File: src/rtl/evsamp_pkg.sv
package evsamp_pkg;

   typedef enum logic [1:0] {
      SEL_COUNT  = 2'd0,
      SEL_RELOAD = 2'd1,
      SEL_CTRL   = 2'd2,
      SEL_NONE   = 2'd3
   } wr_sel_e;

   typedef struct packed {
      logic irq_en;
      logic cnt_en;
   } ctrl_t;

   localparam int unsigned CTRL_BITS = $bits(ctrl_t);

endpackage

File: src/rtl/evsamp_regs.sv
module evsamp_regs
   import evsamp_pkg::*;
#(
   parameter int unsigned CNT_W = 48
) (
   input  logic             clk_i,
   input  logic             rst_ni,
   input  logic             wr_en_i,
   input  logic [1:0]       wr_sel_i,
   input  logic [CNT_W-1:0] wr_data_i,
   output logic             cnt_load_o,
   output logic [CNT_W-1:0] cnt_val_o,
   output logic [CNT_W-1:0] reload_o,
   output ctrl_t            ctrl_o
);

   wr_sel_e             sel;
   logic [CNT_W-1:0]    reload_q;
   ctrl_t               ctrl_q;
   logic                reload_we;
   logic                ctrl_we;

   assign sel        = wr_sel_e'(wr_sel_i);
   assign cnt_load_o = wr_en_i && (sel == SEL_COUNT);
   assign reload_we  = wr_en_i && (sel == SEL_RELOAD);
   assign ctrl_we    = wr_en_i && (sel == SEL_CTRL);
   assign cnt_val_o  = wr_data_i;

   always_ff @(posedge clk_i or negedge rst_ni) begin
      if (!rst_ni) begin
         reload_q <= '0;
      end else if (reload_we) begin
         reload_q <= wr_data_i;
      end
   end

   always_ff @(posedge clk_i or negedge rst_ni) begin
      if (!rst_ni) begin
         ctrl_q <= '0;
      end else if (ctrl_we) begin
         ctrl_q <= ctrl_t'(wr_data_i[CTRL_BITS-1:0]);
      end
   end

   assign reload_o = reload_q;
   assign ctrl_o   = ctrl_q;

endmodule

File: src/rtl/evsamp_evin.sv
module evsamp_evin #(
   parameter int unsigned EVT_STAGES = 0
) (
   input  logic clk_i,
   input  logic rst_ni,
   input  logic evt_i,
   input  logic en_i,
   output logic inc_o
);

   logic evt_s;

   generate
      if (EVT_STAGES == 0) begin : g_direct
         assign evt_s = evt_i;
      end else begin : g_staged
         logic evt_q;
         always_ff @(posedge clk_i or negedge rst_ni) begin
            if (!rst_ni) begin
               evt_q <= 1'b0;
            end else begin
               evt_q <= evt_i;
            end
         end
         assign evt_s = evt_q;
      end
   endgenerate

   assign inc_o = evt_s && en_i;

endmodule

File: src/rtl/evsamp_counter.sv
module evsamp_counter #(
   parameter int unsigned CNT_W = 48
) (
   input  logic             clk_i,
   input  logic             rst_ni,
   input  logic             inc_i,
   input  logic             sw_load_i,
   input  logic [CNT_W-1:0] sw_val_i,
   input  logic             rl_load_i,
   input  logic [CNT_W-1:0] rl_val_i,
   output logic [CNT_W-1:0] cnt_o,
   output logic             wrap_o
);

   localparam logic [CNT_W-1:0] CNT_MAX = '1;

   logic [CNT_W-1:0] cnt_q;
   logic             step;

   assign step   = inc_i && !sw_load_i && !rl_load_i;
   assign wrap_o = step && (cnt_q == CNT_MAX);

   always_ff @(posedge clk_i or negedge rst_ni) begin
      if (!rst_ni) begin
         cnt_q <= '0;
      end else if (sw_load_i) begin
         cnt_q <= sw_val_i;
      end else if (rl_load_i) begin
         cnt_q <= rl_val_i;
      end else if (step) begin
         cnt_q <= cnt_q + 1'b1;
      end
   end

   assign cnt_o = cnt_q;

endmodule

File: src/rtl/evsamp_sampler.sv
module evsamp_sampler (
   input  logic clk_i,
   input  logic rst_ni,
   input  logic inc_i,
   input  logic wrap_i,
   input  logic sw_load_i,
   input  logic ack_i,
   input  logic irq_en_i,
   output logic armed_o,
   output logic req_o,
   output logic ack_take_o,
   output logic irq_o
);

   logic armed_q;
   logic req_q;
   logic irq_q;
   logic fire;

   assign fire       = inc_i && armed_q && !req_q && !sw_load_i;
   assign ack_take_o = ack_i && req_q;

   always_ff @(posedge clk_i or negedge rst_ni) begin
      if (!rst_ni) begin
         armed_q <= 1'b0;
      end else if (sw_load_i || fire) begin
         armed_q <= 1'b0;
      end else if (wrap_i && !req_q) begin
         armed_q <= 1'b1;
      end
   end

   always_ff @(posedge clk_i or negedge rst_ni) begin
      if (!rst_ni) begin
         req_q <= 1'b0;
      end else if (fire) begin
         req_q <= 1'b1;
      end else if (ack_take_o) begin
         req_q <= 1'b0;
      end
   end

   always_ff @(posedge clk_i or negedge rst_ni) begin
      if (!rst_ni) begin
         irq_q <= 1'b0;
      end else begin
         irq_q <= wrap_i && irq_en_i;
      end
   end

   assign armed_o = armed_q;
   assign req_o   = req_q;
   assign irq_o   = irq_q;

endmodule

File: src/rtl/evsamp_unit.sv
module evsamp_unit
   import evsamp_pkg::*;
#(
   parameter int unsigned CNT_W      = 48,
   parameter int unsigned EVT_STAGES = 0
) (
   input  logic             clk_i,
   input  logic             rst_ni,
   input  logic             evt_i,
   input  logic             wr_en_i,
   input  logic [1:0]       wr_sel_i,
   input  logic [CNT_W-1:0] wr_data_i,
   output logic [CNT_W-1:0] count_o,
   output logic             irq_o,
   output logic             samp_req_o,
   input  logic             samp_ack_i
);

   generate
      if (CNT_W < CTRL_BITS || CNT_W > 64) begin : g_bad_width
         $error("evsamp_unit: CNT_W out of range");
      end
      if (EVT_STAGES > 1) begin : g_bad_stages
         $error("evsamp_unit: EVT_STAGES must be 0 or 1");
      end
   endgenerate

   logic             cnt_load;
   logic [CNT_W-1:0] cnt_val;
   logic [CNT_W-1:0] reload_q;
   ctrl_t            ctrl_q;
   logic             inc;
   logic             wrap;
   logic             ack_take;
   logic             armed;

   evsamp_regs #(.CNT_W(CNT_W)) u_regs (
      .clk_i      (clk_i),
      .rst_ni     (rst_ni),
      .wr_en_i    (wr_en_i),
      .wr_sel_i   (wr_sel_i),
      .wr_data_i  (wr_data_i),
      .cnt_load_o (cnt_load),
      .cnt_val_o  (cnt_val),
      .reload_o   (reload_q),
      .ctrl_o     (ctrl_q)
   );

   evsamp_evin #(.EVT_STAGES(EVT_STAGES)) u_evin (
      .clk_i  (clk_i),
      .rst_ni (rst_ni),
      .evt_i  (evt_i),
      .en_i   (ctrl_q.cnt_en),
      .inc_o  (inc)
   );

   evsamp_counter #(.CNT_W(CNT_W)) u_cnt (
      .clk_i     (clk_i),
      .rst_ni    (rst_ni),
      .inc_i     (inc),
      .sw_load_i (cnt_load),
      .sw_val_i  (cnt_val),
      .rl_load_i (ack_take),
      .rl_val_i  (reload_q),
      .cnt_o     (count_o),
      .wrap_o    (wrap)
   );

   evsamp_sampler u_smp (
      .clk_i      (clk_i),
      .rst_ni     (rst_ni),
      .inc_i      (inc),
      .wrap_i     (wrap),
      .sw_load_i  (cnt_load),
      .ack_i      (samp_ack_i),
      .irq_en_i   (ctrl_q.irq_en),
      .armed_o    (armed),
      .req_o      (samp_req_o),
      .ack_take_o (ack_take),
      .irq_o      (irq_o)
   );

endmodule

File: config.mk
export PLATFORM = sky130hd
export DESIGN_NAME = evsamp_unit
export DESIGN_NICKNAME = d
export VERILOG_FILES = /design/src/rtl/evsamp_pkg.sv /design/src/rtl/evsamp_regs.sv /design/src/rtl/evsamp_evin.sv /design/src/rtl/evsamp_counter.sv /design/src/rtl/evsamp_sampler.sv /design/src/rtl/evsamp_unit.sv
export SDC_FILE = /design/constraint.sdc
export NUM_CORES = 1
export LEC_CHECK = 0
export ABC_CLOCK_PERIOD_IN_PS = 4600
export BUFFER_PORTS_ARGS = -buffer_cell sky130_fd_sc_hd__buf_2
export CORE_MARGIN = 10
export CORE_UTILIZATION = 55
export CTS_CLUSTER_DIAMETER = 200
export DETAILED_ROUTE_END_ITERATION = 8
export HOLD_SLACK_MARGIN = 0.15
export PLACE_DENSITY_LB_ADDON = 0.25
export SLEW_MARGIN = 40
export SYNTH_ARGS = -nofsm -noshare
export SYNTH_HDL_FRONTEND = slang
export SYNTH_SLANG_ARGS = --single-unit
export TNS_END_PERCENT = 10
File: constraint.sdc
create_clock -name clk_i -period 4.6 [get_ports clk_i]
set_clock_uncertainty 0.15 [all_clocks]
set_input_delay 0 -clock clk_i [delete_from_list [all_inputs] [get_ports clk_i]]
set_output_delay 0 -clock clk_i [all_outputs]
set_load 0.005 [all_outputs]
; After elaboration in Yosys (flattened, before gate mapping)
; Cells that the tools add are included.
[word_totals]
register_bits = 101
inputBits = 55
out_inout_bits = 50
wordCells = 39
[op_classes]
add_sub_neg = 1
n_eq_ne = 3
n_mux = 7
reduce_logical = 21
[ops]
columns = operator, n
row1 = $mux 48, 3
row2 = $add 48x1->48 const B, 1
row3 = $eq 48x48->1 const B, 1
row4 = $logic_and 1x1->1, 13
row5 = $mux 1, 4
row6 = $reduce_bool 2->1, 2
row7 = $logic_not 1->1, 3
row8 = $reduce_bool 3->1, 1
row9 = $eq 2x1->1 const B, 1
row10 = $eq 2x2->1 const B, 1
row11 = $logic_not 2->1, 1
row12 = $logic_or 1x1->1, 1

; Logic depth before layout (Yosys ltp)
[depth]
depth_word = 9
depth_mapped = 7
ltp_nobuf = 6

; Cells and area by module
; Synthesis repeated with hierarchy kept, for this count alone.
[unflattened]
hier_cells = 612
hier_area_um2 = 6073.3
[modules_own_cells]
columns = mod, n_inst, cells_each, area_per_inst_um2, seq_area_each_um2
row1 = evsamp_counter, 1, 443, 3602.2, 1201.2
row2 = evsamp_regs, 1, 156, 2328.5, 1251.2
row3 = evsamp_sampler, 1, 12, 136.4, 75.1
row4 = evsamp_evin, 1, 1, 6.3, 0.0

; Least setup slack after synthesis
; OpenSTA, ideal clock, no wires.
[synth_path]
path_type = reg-to-reg
startpoint = register u_cnt.cnt_q[8], in the netlist u_cnt.cnt_o[8]
endpoint = register u_cnt.cnt_q[29], in the netlist u_cnt.cnt_o[29]
setup_ns = 0.127
t_arrival_ns = 1.854
required_time_ns = 4.323
slack_ns = 2.469
path_stages_with_launch = 7
path_buffers = 1
period_less_slack_ns = 2.131
cell_sequence = dfrtp_1 -> nand4_2 -> or4_4 -> buf_6 -> o31a_2 -> a31oi_1 -> o21ai_1
[synth_between]
elab_chain_len = 4
[synth_rtl]
columns = item, line_no
row1 = from (decl), evsamp_counter.sv:17  ; logic [CNT_W-1:0] cnt_q;
row2 = from (signal assigned), evsamp_counter.sv:27  ; cnt_q <= sw_val_i;
row3 = from (signal assigned), evsamp_counter.sv:29  ; cnt_q <= rl_val_i;
row4 = from (signal assigned), evsamp_counter.sv:31  ; cnt_q <= cnt_q + 1'b1;
row5 = $add 48x1->48, evsamp_counter.sv:31
row6 = $mux 48, evsamp_counter.sv:30  ; end else if (step) begin
row7 = $mux 48, evsamp_counter.sv:28  ; end else if (rl_load_i) begin
row8 = $mux 48, evsamp_counter.sv:26  ; end else if (sw_load_i) begin
; No other way between the ends. The select of a mux whose other input is x is not followed.
; A chain may end at the register's enable or synchronous reset.

; Final worst setup path
[layout_path]
startpoint = input port wr_sel_i[0]
endpoint = register u_cnt.cnt_q[39], in the netlist u_cnt.cnt_o[39]
[layout_between]
elab_chain_len = 6
word_cells_on_any_way = 7
classes_between = 1 x mux / 6 x reduce/logical
[layout_rtl]
columns = item, line_no
row1 = from (decl), evsamp_unit.sv:11  ; input logic [1:0] wr_sel_i,
row2 = $logic_not 2->1 *, evsamp_regs.sv:24  ; assign cnt_load_o = wr_en_i && (sel == SEL_COUNT);
row3 = $logic_and 1x1->1 *, evsamp_regs.sv:24
row4 = $logic_not 1->1, evsamp_counter.sv:20  ; assign step = inc_i && !sw_load_i && !rl_load_i;
row5 = $logic_and 1x1->1 (2 in series), evsamp_counter.sv:20
row6 = $reduce_bool 3->1 (no source line), n/a
; Every way passes the cells marked *; elsewhere a longest branch is shown, timed or not.

==> run_results.csv <==
group,metric,value,unit
status,status,"finished clean",
logic_synthesis,yosysTopAreaCell,"dfrtp_1",
timing,max_clock_freq,0.320,GHz
grt,grt_usage,23.8,%
final_layout,fin_nets,773,
drt,ant_nets,0,
logic_synthesis,synth.area.top_cells,"dfrtp_1 (44%), mux2_2 (9.9%), a21oi_1 (3.3%)",
drt,wl_per_cell,20.5,um
drt,drc_errors,0,
cts,cts_sinks,101,
final_layout,syn_to_final_growth,24.5,%
cts,cts_tree,"yes",
placed_design,routabilityCongestion,0.858,
timing,worst_pin_slew,0.811,ns
logic_synthesis,yosysUniqueCellTypes,59,
setup_path,crit_fanout,28,
logic_synthesis,ys_async_sr_fraction,100,%
logic_synthesis,synth-xor-area-share,4.45,%
timing,min_period_over_period,68.0,%
drt,drt_iter0_drc,486,
floorplanning,io_pins,105,
timing,fin_hold_ws,0.166,ns
grt,grt_antenna_before_repair,0,
final_layout,antenna_cells,0,
timing,post-route-min-period,3.13,ns
setup_path,regToRegStartpoint,"u_cnt.cnt_o[1]",
logic_synthesis,synth_top_family_by_area,"simple AND/OR/NAND/NOR gates",
logic_synthesis,synth-main-ff-cell,"dfrtp_1",
worst_hold_path,holdPathEnd,"u_cnt.cnt_o[14]",
final_layout,drive_above_1_share,28.6,%
drt,viasPerCell,6.27,
grt,grt_pass1_wl,28400,um
worst_hold_path,hold_path_depth,5,
pwr,power.leakage,3.08,nW
setup_path,timing.rr.end,"u_cnt.cnt_o[40]",
grt,gr-total-overflow,0,
timing,slew_violations,0,
timing,relSlewSlack,45.5,%
job,maxCapViolations,0,
placed_design,dp_worst_setup_slack,2.15,ns
logic_synthesis,syn-cell-area,5710,um2
timing,tns,0,ns
setup_path,rrSetupSlack,2.09,ns
timing,hold_violations,0,
pwr,ir_worst_vdd,298,uV
setup_path,end_kind,"flip-flop",
cts,cts_max_level,3,
timing,rsz0062_at_grt,"false",
floorplanning,die_y,122,um
worst_hold_path,min_from,"wr_sel_i[1]",
cts,post_cts_buffers,0,
cts,clockBufferDepth,2,
logic_synthesis,synthAdderAreaFrac,0.219,%
cts,cts_made_buffers,9,
pwr,p_per_area,360,nW/um2
placed_design,dp_hpwl,11500,um
setup_path,worstRegToRegCells,6,
drt,drtPass1Iterations,5,
grt,grt_pass1_vias,5369,
logic_synthesis,synth_top_area_share,44.3,%
cts,clkTransAtPathRegs,0.10,ns
setup_path,crit_required,4.72,ns
worst_hold_path,worstHoldPathType,"input port to flip-flop",
floorplanning,die_x,122,um
setup_path,path_class,"input port to flip-flop",
drt,wl,17600,um
logic_synthesis,ys_seq_area_share,44.3,%
drt,dr_total_vias,5374,
logic_synthesis,yosysWarnings,0,
grt,grt_max_degree,67,
cts,ctsResizeCount,0,
pwr,power,0.00256,W
floorplanning,rows,37,
logic_synthesis,synth_edf_count,0,
logic_synthesis,yosysMostFrequentCell,"dfrtp_1",
floorplanning,dieArea,14800,um2
floorplanning,start_util,55.8,%
final_layout,nFillCells,771,
logic_synthesis,synth-seq-cells,101,
cts,root_buffer,"clkbuf_8",
logic_synthesis,syn_inst,571,
timing,layout_setup_ws,1.47,ns
logic_synthesis,syn-num-nets,627,
setup_path,start_kind,"input port",
timing,finalSetupViolCount,0,
logic_synthesis,muxShareOfSynthArea,10.9,%
floorplanning,core_area,10200,um2
logic_synthesis,synth-simple-area-share,21.3,%
placed_design,portBuffers,104,
cts,insertion_delay,0.39,ns
logic_synthesis,avgSynthCellArea,9.99,um2
logic_synthesis,synth_compound_area_share,15.0,%
setup_path,arrival,3.25,ns
logic_synthesis,synth.cells.most_frequent,"dfrtp_1 (101), mux2_2 (50), nand2_1 (41), nor2_1 (40), a21oi_1 (38)",
cells in the final DEF (no fill, tap or decap), drive strengths merged, types with 2 or more instances in the layout:
| master | n |
|---|---|
| a211oi | 4 |
| a21boi | 2 |
| a21o | 2 |
| a21oi | 38 |
| a221o | 2 |
| a221oi | 12 |
| a2bb2oi | 5 |
| a31o | 5 |
| a31oi | 5 |
| and2 | 8 |
| and3 | 21 |
| and4 | 10 |
| buf | 112 |
| clkbuf | 14 |
| dfrtp | 101 |
| dlygate4sd3 | 61 |
| inv | 4 |
| mux2 | 50 |
| mux2i | 6 |
| nand2 | 41 |
| nand3 | 25 |
| nand3b | 2 |
| nand4 | 24 |
| nor2 | 40 |
| nor3 | 11 |
| nor4 | 13 |
| o211ai | 3 |
| o21ai | 33 |
| o22ai | 13 |
| o31a | 2 |
| o31ai | 4 |
| or3 | 6 |
| xnor2 | 21 |
| xor2 | 8 |
per-stage QoR:
| step | util [%] | cells | area (um2) |
|---|---|---|---|
| floorplan | - | 571 | 5710 |
| global placement | 61.1 | 780 | 6260 |
| detailed placement | 61.3 | 780 | 6270 |
| CTS | 69.4 | 857 | 7100 |
| global route | 69.4 | 857 | 7100 |
| finish | 69.4 | 857 | 7100 |
critical path, cell delays in order:
cell and delay (ns):
dlygate4sd3_1 0.54, buf_2 0.15, nor3b_4 0.59, dlygate4sd3_1 0.85
buf_4 0.37, nor2_1 0.15, a21oi_1 0.15, nor3_1 0.06
a311o_1 0.37
layout make-up:
| cell class | count | area (um2) | area share, % |
|---|---|---|---|
| clock inverter | 1 | 30.0 | 0.423 |
| clock buffer | 14 | 163 | 2.29 |
| multi-input combinational | 428 | 2980 | 42.0 |
| sequential | 101 | 2530 | 35.6 |
| timing repair buffer | 173 | 1220 | 17.1 |
| tap | 136 | 170 | 2.40 |
| inverter | 4 | 15.0 | 0.211 |
power breakdown:
part	total (W)	switching (W)	internal (W)	leakage [nW]
clock network	0.000584	0.000304	0.000280	0.0968
registers	0.00129	0.000219	0.00107	1.20
logic	0.000685	0.000324	0.000361	1.78
kinds of logic (layout without fill, tap and decap cells):
| group | after synthesis | in the layout |
|---|---|---|
| simple gates | 207 | 207 |
| fa+ha+maj | 1 | 1 |
| compound gates | 135 | 135 |
| mux | 56 | 56 |
| flops | 101 | 101 |
| buf+inv | 42 | 192 |
| xor+xnor | 29 | 29 |
layer usage:
metal	up-vias	global-route usage (%)	wire length, um
li1	2440	-	-
met1	2616	31.1	7240
met2	277	36.8	8340
met3	41	5.69	1470
met4	0	10.8	518
met5	-	0	0
worst max path at each step:
stage / from / to / slack [ns] / cells after the start
floorplan: u_cnt.cnt_o[8] / u_cnt.cnt_o[29] / 2.47 / 6
global placement: u_smp.req_o / u_cnt.cnt_o[39] / 2.02 / 5
detailed placement: u_regs.ctrl_o[0] / u_cnt.cnt_o[39] / 2.15 / 5
CTS: wr_sel_i[0] / u_cnt.cnt_o[39] / 1.52 / 9
global route: wr_sel_i[0] / u_cnt.cnt_o[39] / 1.29 / 9
finish: wr_sel_i[0] / u_cnt.cnt_o[39] / 1.47 / 9
flip-flops by register name, indices dropped and copies added, names as in the netlist:
register         flops
u_smp.irq_o          1
u_cnt.cnt_o         48
u_regs.reload_o     48
u_regs.ctrl_o        2
u_smp.req_o          1
u_smp.armed_o        1
timing repair:
action / in CTS / in global routing
hold endpoints to repair: 201 / 0
hold buffers: 62 / 0
setup endpoints to repair: 0 / 0
No activity file was read; power rests on OpenSTA's default activity.
